**src/rtl/n9_spi_pkg.sv**
```systemverilog
package n9_spi_pkg;
  localparam int BYTE_W = 8;
  localparam int WORD_W = BYTE_W + 1;

  typedef logic [WORD_W-1:0] word_t;

  typedef enum logic [2:0] {
    ST_IDLE,
    ST_LEAD,
    ST_LOW,
    ST_HIGH,
    ST_TAIL,
    ST_GUARD
  } state_e;

  function automatic word_t cmd_word(input logic [BYTE_W-1:0] b);
    return {1'b0, b};
  endfunction

  function automatic word_t data_word(input logic [BYTE_W-1:0] b);
    return {1'b1, b};
  endfunction
endpackage

```
**src/rtl/n9_half_timer.sv**
```systemverilog
module n9_half_timer #(
  parameter int HALF_DIV = 4
) (
  input  logic clk_i,
  input  logic rst_ni,
  input  logic run_i,
  output logic tick_o
);
  localparam int CW = $clog2(HALF_DIV + 1);
  localparam logic [CW-1:0] LAST = CW'(HALF_DIV - 1);

  logic [CW-1:0] cnt_q;

  assign tick_o = run_i && (cnt_q == LAST);

  always_ff @(posedge clk_i or negedge rst_ni) begin
    if (!rst_ni)          cnt_q <= '0;
    else if (!run_i)      cnt_q <= '0;
    else if (tick_o)      cnt_q <= '0;
    else                  cnt_q <= cnt_q + 1'b1;
  end


  tick_gap_chk: assert property (@(posedge clk_i) disable iff (!rst_ni)
    tick_o |=> !tick_o);
endmodule

```
**src/rtl/n9_word_shifter.sv**
```systemverilog
module n9_word_shifter
  import n9_spi_pkg::*;
(
  input  logic  clk_i,
  input  logic  rst_ni,
  input  logic  load_i,
  input  word_t word_i,
  input  logic  shift_i,
  output logic  msb_o
);
  word_t sreg_q;

  assign msb_o = sreg_q[WORD_W-1];

  always_ff @(posedge clk_i or negedge rst_ni) begin
    if (!rst_ni)       sreg_q <= '0;
    else if (load_i)   sreg_q <= word_i;
    else if (shift_i)  sreg_q <= {sreg_q[WORD_W-2:0], 1'b0};
  end
endmodule

```
**src/rtl/n9_spi_writer.sv**
```systemverilog
module n9_spi_writer
  import n9_spi_pkg::*;
#(
  parameter int HALF_DIV = 4
) (
  input  logic        clk_i,
  input  logic        rst_ni,
  input  logic        start_i,
  input  logic [7:0]  addr_i,
  input  logic [1:0]  len_i,
  input  logic [15:0] data_i,
  output logic        busy_o,
  output logic        done_o,
  output logic        sclk_o,
  output logic        mosi_o,
  output logic        cs_no
);
  localparam int BW = $clog2(WORD_W);
  localparam logic [BW-1:0] LAST_BIT = BW'(WORD_W - 1);

  state_e        state_q;
  logic [15:0]   data_q;
  logic [1:0]    len_q, widx_q;
  logic [BW-1:0] bits_left_q;
  logic          guard_half_q, done_q;

  logic  tick, accept, last_bit, more_words, load, shift;
  word_t nxt_word, load_word;

  assign accept     = start_i && (state_q == ST_IDLE);
  assign last_bit   = (bits_left_q == '0);
  assign more_words = (widx_q < len_q);
  assign shift      = tick && (state_q == ST_HIGH) && !last_bit;
  assign load       = accept || (tick && (state_q == ST_HIGH) && last_bit && more_words);

  always_comb begin
    if (widx_q == 2'd0 && len_q == 2'd2) nxt_word = data_word(data_q[15:8]);
    else                                 nxt_word = data_word(data_q[7:0]);
    load_word = accept ? cmd_word(addr_i) : nxt_word;
  end

  n9_half_timer #(.HALF_DIV(HALF_DIV)) u_timer (
    .clk_i  (clk_i),
    .rst_ni (rst_ni),
    .run_i  (state_q != ST_IDLE),
    .tick_o (tick)
  );

  n9_word_shifter u_shift (
    .clk_i   (clk_i),
    .rst_ni  (rst_ni),
    .load_i  (load),
    .word_i  (load_word),
    .shift_i (shift),
    .msb_o   (mosi_o)
  );

  always_ff @(posedge clk_i or negedge rst_ni) begin
    if (!rst_ni) begin
      state_q      <= ST_IDLE;
      data_q       <= '0;
      len_q        <= '0;
      widx_q       <= '0;
      bits_left_q  <= '0;
      guard_half_q <= 1'b0;
      done_q       <= 1'b0;
    end else begin
      done_q <= 1'b0;
      unique case (state_q)
        ST_IDLE: if (accept) begin
          state_q     <= ST_LEAD;
          data_q      <= data_i;
          len_q       <= (len_i == 2'd3) ? 2'd2 : len_i;
          widx_q      <= '0;
          bits_left_q <= LAST_BIT;
        end
        ST_LEAD: if (tick) state_q <= ST_LOW;
        ST_LOW:  if (tick) state_q <= ST_HIGH;
        ST_HIGH: if (tick) begin
          if (!last_bit) begin
            bits_left_q <= bits_left_q - 1'b1;
            state_q     <= ST_LOW;
          end else if (more_words) begin
            widx_q      <= widx_q + 1'b1;
            bits_left_q <= LAST_BIT;
            state_q     <= ST_LOW;
          end else begin
            state_q     <= ST_TAIL;
          end
        end
        ST_TAIL: if (tick) begin
          state_q      <= ST_GUARD;
          guard_half_q <= 1'b0;
        end
        ST_GUARD: if (tick) begin
          if (guard_half_q) begin
            state_q <= ST_IDLE;
            done_q  <= 1'b1;
          end else begin
            guard_half_q <= 1'b1;
          end
        end
        default: state_q <= ST_IDLE;
      endcase
    end
  end

  assign busy_o = (state_q != ST_IDLE);
  assign done_o = done_q;
  assign sclk_o = (state_q != ST_LOW);
  assign cs_no  = (state_q == ST_IDLE) || (state_q == ST_GUARD);


  mosi_stable_chk: assert property (@(posedge clk_i) disable iff (!rst_ni)
    $rose(sclk_o) |-> $stable(mosi_o));

  sclk_idle_chk: assert property (@(posedge clk_i) disable iff (!rst_ni)
    cs_no |-> sclk_o);

  done_pulse_chk: assert property (@(posedge clk_i) disable iff (!rst_ni)
    done_o |=> !done_o);

  done_free_chk: assert property (@(posedge clk_i) disable iff (!rst_ni)
    done_o |-> (cs_no && !busy_o));

  busy_start_chk: assert property (@(posedge clk_i) disable iff (!rst_ni)
    $rose(busy_o) |-> $past(start_i));

  busy_hold_chk: assert property (@(posedge clk_i) disable iff (!rst_ni)
    (busy_o && !cs_no) |=> busy_o);
endmodule

```
**config.mk**
```make
export PLATFORM = sky130hd
export DESIGN_NAME = n9_spi_writer
export DESIGN_NICKNAME = d
export VERILOG_FILES = /design/src/rtl/n9_spi_pkg.sv /design/src/rtl/n9_half_timer.sv /design/src/rtl/n9_word_shifter.sv /design/src/rtl/n9_spi_writer.sv
export SDC_FILE = /design/constraint.sdc
export NUM_CORES = 1
export LEC_CHECK = 0
export ABC_AREA = 1
export BUFFER_PORTS_ARGS = -buffer_cell sky130_fd_sc_hd__buf_2
export CORE_AREA = 2 2 79 58
export CTS_CLUSTER_SIZE = 25
export DETAILED_ROUTE_END_ITERATION = 6
export DIE_AREA = 0 0 81 60
export PLACE_DENSITY_LB_ADDON = 0.08
export SKIP_CTS_REPAIR_TIMING = 1
export SLEW_MARGIN = 20
export SYNTH_ARGS = -nofsm -noshare
export SYNTH_HDL_FRONTEND = slang
export SYNTH_SLANG_ARGS = --single-unit
```
**constraint.sdc**
```tcl
create_clock -name clk_i -period 1.84 [get_ports clk_i]
set_input_delay 0.184 -clock clk_i [delete_from_list [all_inputs] [get_ports clk_i]]
set_output_delay 0.184 -clock clk_i [all_outputs]
set_load 0.005 [all_outputs]
```
# Word-level counts from Yosys, hierarchy flattened
# Index checks and enable logic that the tools add are counted.
dict set report totals {
  in_bits 29
  regBits 41
  wordCells 87
}
dict set report classes {
  order_cmp 1
  eq_ne 19
  add_sub_neg 3
  n_reduce_logical 22
  n_mux 33
}
# operator n
set ops {}
lappend ops {{$mux 3} 11}
lappend ops {{$mux 9} 3}
lappend ops {{$ne 2x2->1 const B} 9}
lappend ops {{$pmux 3 s6} 1}
lappend ops {{$mux 4} 4}
lappend ops {{$mux 2} 5}
lappend ops {{$eq 3x2->1 const B} 3}
lappend ops {{$mux 8} 1}
lappend ops {{$pmux 4 s2} 1}
lappend ops {{$logic_and 1x1->1} 7}
lappend ops {{$reduce_and 7->1} 1}
lappend ops {{$eq 3x3->1 const B} 2}
lappend ops {{$reduce_bool 2->1} 3}
lappend ops {{$mux 1} 5}
lappend ops {{$reduce_and 5->1} 1}
lappend ops {{$eq 2x2->1 const B} 2}
lappend ops {{$logic_not 4->1} 1}
lappend ops {{$pmux 2 s2} 1}
lappend ops {{$reduce_and 4->1} 1}
lappend ops {{$sub 4x1->4 const B} 1}
lappend ops {{$add 3x1->3 const B} 1}
lappend ops {{$eq 3x1->1 const B} 1}
lappend ops {{$logic_not 3->1} 1}
lappend ops {{$ne 3x2->1 const B} 1}
lappend ops {{other kinds (10)} 11}

# Logic depth before layout (Yosys ltp)
dict set report depth {
  depth_word 7
  ltp_mapped 10
  mapped_depth_nobuf 9
}

# Modules after synthesis
# Synthesis repeated with hierarchy kept, for this count alone.
dict set report unflattened {
  cells_unflattened 296
  hier_area_um2 2299.7
}
# module seq_area_each_um2 instances area_per_inst_um2 cells_each
set modules_own_cells {}
lappend modules_own_cells {n9_spi_writer 725.7 1 1750.4 231}
lappend modules_own_cells {n9_word_shifter 225.2 1 410.4 48}
lappend modules_own_cells {n9_half_timer 75.1 1 138.9 17}

# Least setup slack after synthesis
# No wires, ideal clock.
dict set report synth_path {
  kind {reg2reg}
  from {register bits_left_q[0]}
  to {register u_shift.sreg_q[3]}
  path_stages_with_launch 10
  arrival_ps 1346
  required_time_ps 1774
  slack_ps 428
  path_buffers 1
  path_cell_list {dfrtp_1 > inv_1 > ha_1 > nand3_1 > nand2_2 > nand3_2 > nand2_4 > buf_8 > nand2_2 > nand3_2}
}
dict set report synth_between {
  elab_chain_cells 5
}
# item line_no
set synth_lines {}
lappend synth_lines {{from (decl)} n9_spi_writer.sv:24} ;# logic [BW-1:0] bits_left_q;
lappend synth_lines {{from (signal assigned)} n9_spi_writer.sv:81} ;# bits_left_q <= bits_left_q - 1'b1;
lappend synth_lines {{$logic_not 4->1 *} n9_spi_writer.sv:31} ;# assign last_bit = (bits_left_q == '0);
lappend synth_lines {{$logic_and 1x1->1 (2 in a row)} n9_spi_writer.sv:34} ;# assign load = accept || (tick && (state_q == ST_HIGH) && last_bit && more_words);
lappend synth_lines {{$logic_or 1x1->1} n9_spi_writer.sv:34}
lappend synth_lines {{$mux 9 or $reduce_bool 2->1 (tied branches)} n/a}
lappend synth_lines {{to (signal assigned)} n9_word_shifter.sv:17} ;# else if (load_i) sreg_q <= word_i;
lappend synth_lines {{to (signal assigned)} n9_word_shifter.sv:18} ;# else if (shift_i) sreg_q <= {sreg_q[WORD_W-2:0], 1'b0};
lappend synth_lines {{to (decl)} n9_word_shifter.sv:11} ;# word_t sreg_q;
# Every way passes the cells marked *; elsewhere a longest branch is shown, timed or not.
# A chain may end at the register's enable or synchronous reset.

# Worst setup path in the final report
dict set report layout_path {
  from {register bits_left_q[0]}
  to {register widx_q[0]}
}
dict set report layout_between {
  elab_chain_cells 3
}
# item line_no
set layout_lines {}
lappend layout_lines {{$logic_not 4->1} n9_spi_writer.sv:31}
lappend layout_lines {{$ne 2x2->1 (no line)} n/a}
lappend layout_lines {{$reduce_and 5->1 (no line)} n/a}
lappend layout_lines {{to (signal assigned)} n9_spi_writer.sv:84} ;# widx_q <= widx_q + 1'b1;
lappend layout_lines {{to (decl)} n9_spi_writer.sv:23} ;# logic [1:0] len_q, widx_q;
# Every way passes these cells.

==> metrics.md <==
| Metric | Value |
|---|---|
| Status | `finished, final reports clean` |
| Synthesized cell area | `about 2200 um^2` |
| CTS clk-pin slew, worst paths | `approximately 0.08 ns` |
| Max-slew headroom | `69.1%` |
| Die Footprint | `slightly below 5000 um^2` |
| WP data arrival | `about 1.8 ns` |
| IO buf count | `33` |
| Cell family with most CP delay | `simple AND/OR/NAND/NOR gates` |
| Share of layout cells above drive strength 1 | `between 20 and 25%` |
| Seq. cell area | `approximately 1000 um^2` |
| Avg WL per Cell | `roughly 12 um` |
| Netlist cell types | `24` |
| Final core occ | `61.5%` |
| LEAKAGE | `roughly 1.4 nW` |
| Crit start category | `register` |
| Vias in the first global route | `1755` |
| GRT Total Usage | `a little over a fifth` |
| # IOs | `34` |
| Min Tclk post-route | `1.62 ns` |
| Final Net Count | `~370` |
| GR Overflow Total | `0` |
| Final Skew | `0.00418 ns` |
| Initial antenna violation count | `0` |
| Die width | `slightly above 80 um` |
| Critical-path cell list | `inv_1 > ha_1 > nand2_1 > nor2_1 > nand4_1 > nand2_1 > nand2_1 > nand2_1 > nand2_1` |
| Final ANT Viol Nets | `0` |
| Crit-path max FO | `8` |
| HPWL Detailed | `3400 um` |
| Total Wirelength | `4610 um` |
| Synthesis-stage register bit count | `between 40 and 50` |
| DR vias/cell | `between 4 and 5` |
| Htree depth | `2` |
| Power Density | `around 1700 nW/um^2` |
| Longest Clk Path Bufs | `2` |
| Layout area overhead | `15.0%` |
| Final hold vios | `0` |
| CTS tree | `yes` |
| Maximum vdd drop | `a little over 0.7 mV` |
| Sequential-to-total area share from yosys stat | `roughly 46%` |
| Unrepaired setup endpoints after global routing | `no` |
| YS warnings | `0` |
| Fillers | `between 300 and 400` |
| Max_cap viols | `0` |
| Final WS setup | `0.217 ns` |
| WP buf/inv | `1` |
| Achievable Freq | `~620 MHz` |
| Multi-input logic area | `approximately 1000 um^2` |
| First-pass GRT wire length | `between 7000 and 8000 um` |
| Tcrit/Tclk final | `88.2%` |
| Setup Crit Path Kind | `register to register` |
| Via count | `between 1500 and 2000` |
| Antenna cells | `0` |
| Post-route DRC | `0` |
| CP max stage delay | `about 0.38 ns` |
| Clk_lat worst skew | `a little under 0.3 ns` |
| GPL Wtd Cong | `approximately 0.77` |
| Post-Syn Instances | `approximately 290` |
| CP dominant cell by count | `nand2_1` |
| Crit. End Element | `register` |
| Syn Area/Cell | `7.69 um^2` |
| Core Rows | `20` |
| Slowest cell on crit path | `dfrtp_1` |
| Worst-Margin Slew | `around 0.46 ns` |
| Pre-CTS setup slack | `0.239 ns` |
| Required time of the worst setup path | `2.03 ns` |
| Die height | `about 60 um` |
| Synth Net Count | `between 300 and 400` |
| Final TNS setup | `0 ns` |
| Area of the core | `between 4000 and 5000 um^2` |
| Drt first pass iters | `4` |
| Finished Cell Area | `about 2600 um^2` |
| Final max-slew violation count | `0` |
| Num CTS Buffers | `5` |
| Root Buffer | `clkbuf_8` |
| Initial Utilization | `between 50 and 60%` |
| Starting DRT DRC Count | `108` |
| Clock sinks | `roughly 40` |
| Largest net degree at the start of global routing | `22` |
| Hold Crit Class | `input port to register` |
| Final setup vio count | `0` |
| Cell Area, Placed | `2460 um^2` |
[routing by layer]
metal | vias up | share of wire (%) | GRT usage [%] | routed length (um)
met4 | 0 | 0.50 | 5.08 | 23
met2 | 31 | 42 | 32.1 | 1950
li1 | 992 | - | - | -
met3 | 3 | 4.3 | 5.14 | 197
met1 | 852 | 53 | 31.7 | 2440
met5 | - | 0 | 0 | 0
[area by class of cell]
| cell class | instances | area share (%) |
|---|---|---|
| well taps | 55 | 2.69 |
| clock inverters | 2 | 0.392 |
| inverters | 40 | 5.97 |
| clock buffers | 6 | 2.84 |
| flip-flops and latches | 41 | 40.1 |
| multi-input cells | 202 | 39.1 |
| repair buffers | 41 | 8.91 |
[tightest hold or removal path, delay by kind of cell]
kind / cells / cell delay, ns
AND/OR/NAND/NOR: 2 / 0.08
buffers and inverters: 1 / 0.07
[path summary, 6_finish.rpt]
kind	from	endpoint	slack [ns]	depth (start not counted)
worst max-delay path	bits_left_q[0]$_DFFE_PN0P_	widx_q[0]$_DFFE_PN0P_	0.22	9
worst min-delay path	data_i[8]	data_q[8]$_DFFE_PN0P_	0.08	3
worst max register to register	bits_left_q[0]$_DFFE_PN0P_	widx_q[0]$_DFFE_PN0P_	0.22	9
worst min register to register	u_timer.cnt_q[0]$_DFF_PN0_	u_timer.cnt_q[0]$_DFF_PN0_	0.45	1
max in group asynchronous	rst_ni	u_shift.sreg_q[0]$_DFFE_PN0P_	0.91	3
min in group asynchronous	rst_ni	data_q[0]$_DFFE_PN0P_	0.38	2
[placed cells by master, fill, tap and decap left out]
master and count:
nor2_4 2, nor2_2 1, nand3_1 26, nor3_1 3
nand2_1 103, o21ai_0 5, a21oi_1 5, o21ai_2 3
nand2_2 9, buf_2 33, nor2_1 11, inv_1 36
ha_1 5, clkinv_2 2, dlygate4sd3_1 1, nand3_2 7
nand2_4 2, inv_4 1, o21ai_1 15, buf_4 7
dfrtp_1 41, a31oi_1 1, inv_2 3, clkbuf_8 5
xor2_1 1, nand4_1 3, clkbuf_1 1
[state kept, by name, indices dropped and copies added (netlist names)]
register / count
data_q: 16
u_timer.cnt_q: 3
state_q: 3
u_shift.sreg_q: 9
len_q: 2
done_o: 1
bits_left_q: 4
guard_half_q: 1
widx_q: 2
[logic make-up after synthesis]
family | synth area share, %
buffers and inverters | 8.90
AOI/OAI and AO/OA | 7.09
DFF | 46.2
xor gates and xnor gates | 0.394
adders and majority gates | 2.82
and+or+nand+nor | 34.6
[power breakdown]
part / internal, mW / total [mW] / switching (mW)
clock: 0.263 / 0.568 / 0.305
sequential: 1.28 / 1.49 / 0.212
combinational: 0.846 / 2.39 / 1.54
[synth_stat cells]
library cell	n	area, um^2
nand2_1	103	387
dfrtp_1	41	1030
inv_1	36	135
nand3_1	26	130
o21ai_1	15	75.1
nor2_1	11	41.3
nand2_2	9	56.3
nand3_2	7	70.1
a21oi_1	5	25.0
ha_1	5	62.6
o21ai_0	5	25.0
buf_2	3	15.0
inv_2	3	11.3
nand4_1	3	18.8
nor3_1	3	15.0
o21ai_2	3	26.3
buf_4	2	15.0
nand2_4	2	22.5
nor2_4	2	22.5
a31oi_1	1	6.26
buf_8	1	15.0
inv_4	1	6.26
nor2_2	1	6.26
xor2_1	1	8.76
[through the flow]
step                      std cells  hold slack, ns  total power [mW]
after floorplan                 289          -0.112              3.36
after global placement          378           0.155              3.85
after detailed placement        378           0.161              3.90
after CTS                       386          -0.169              4.49
after global routing            387          0.0968              4.90
final                           387          0.0849              4.44
Power figures use the tool's default switching activity.
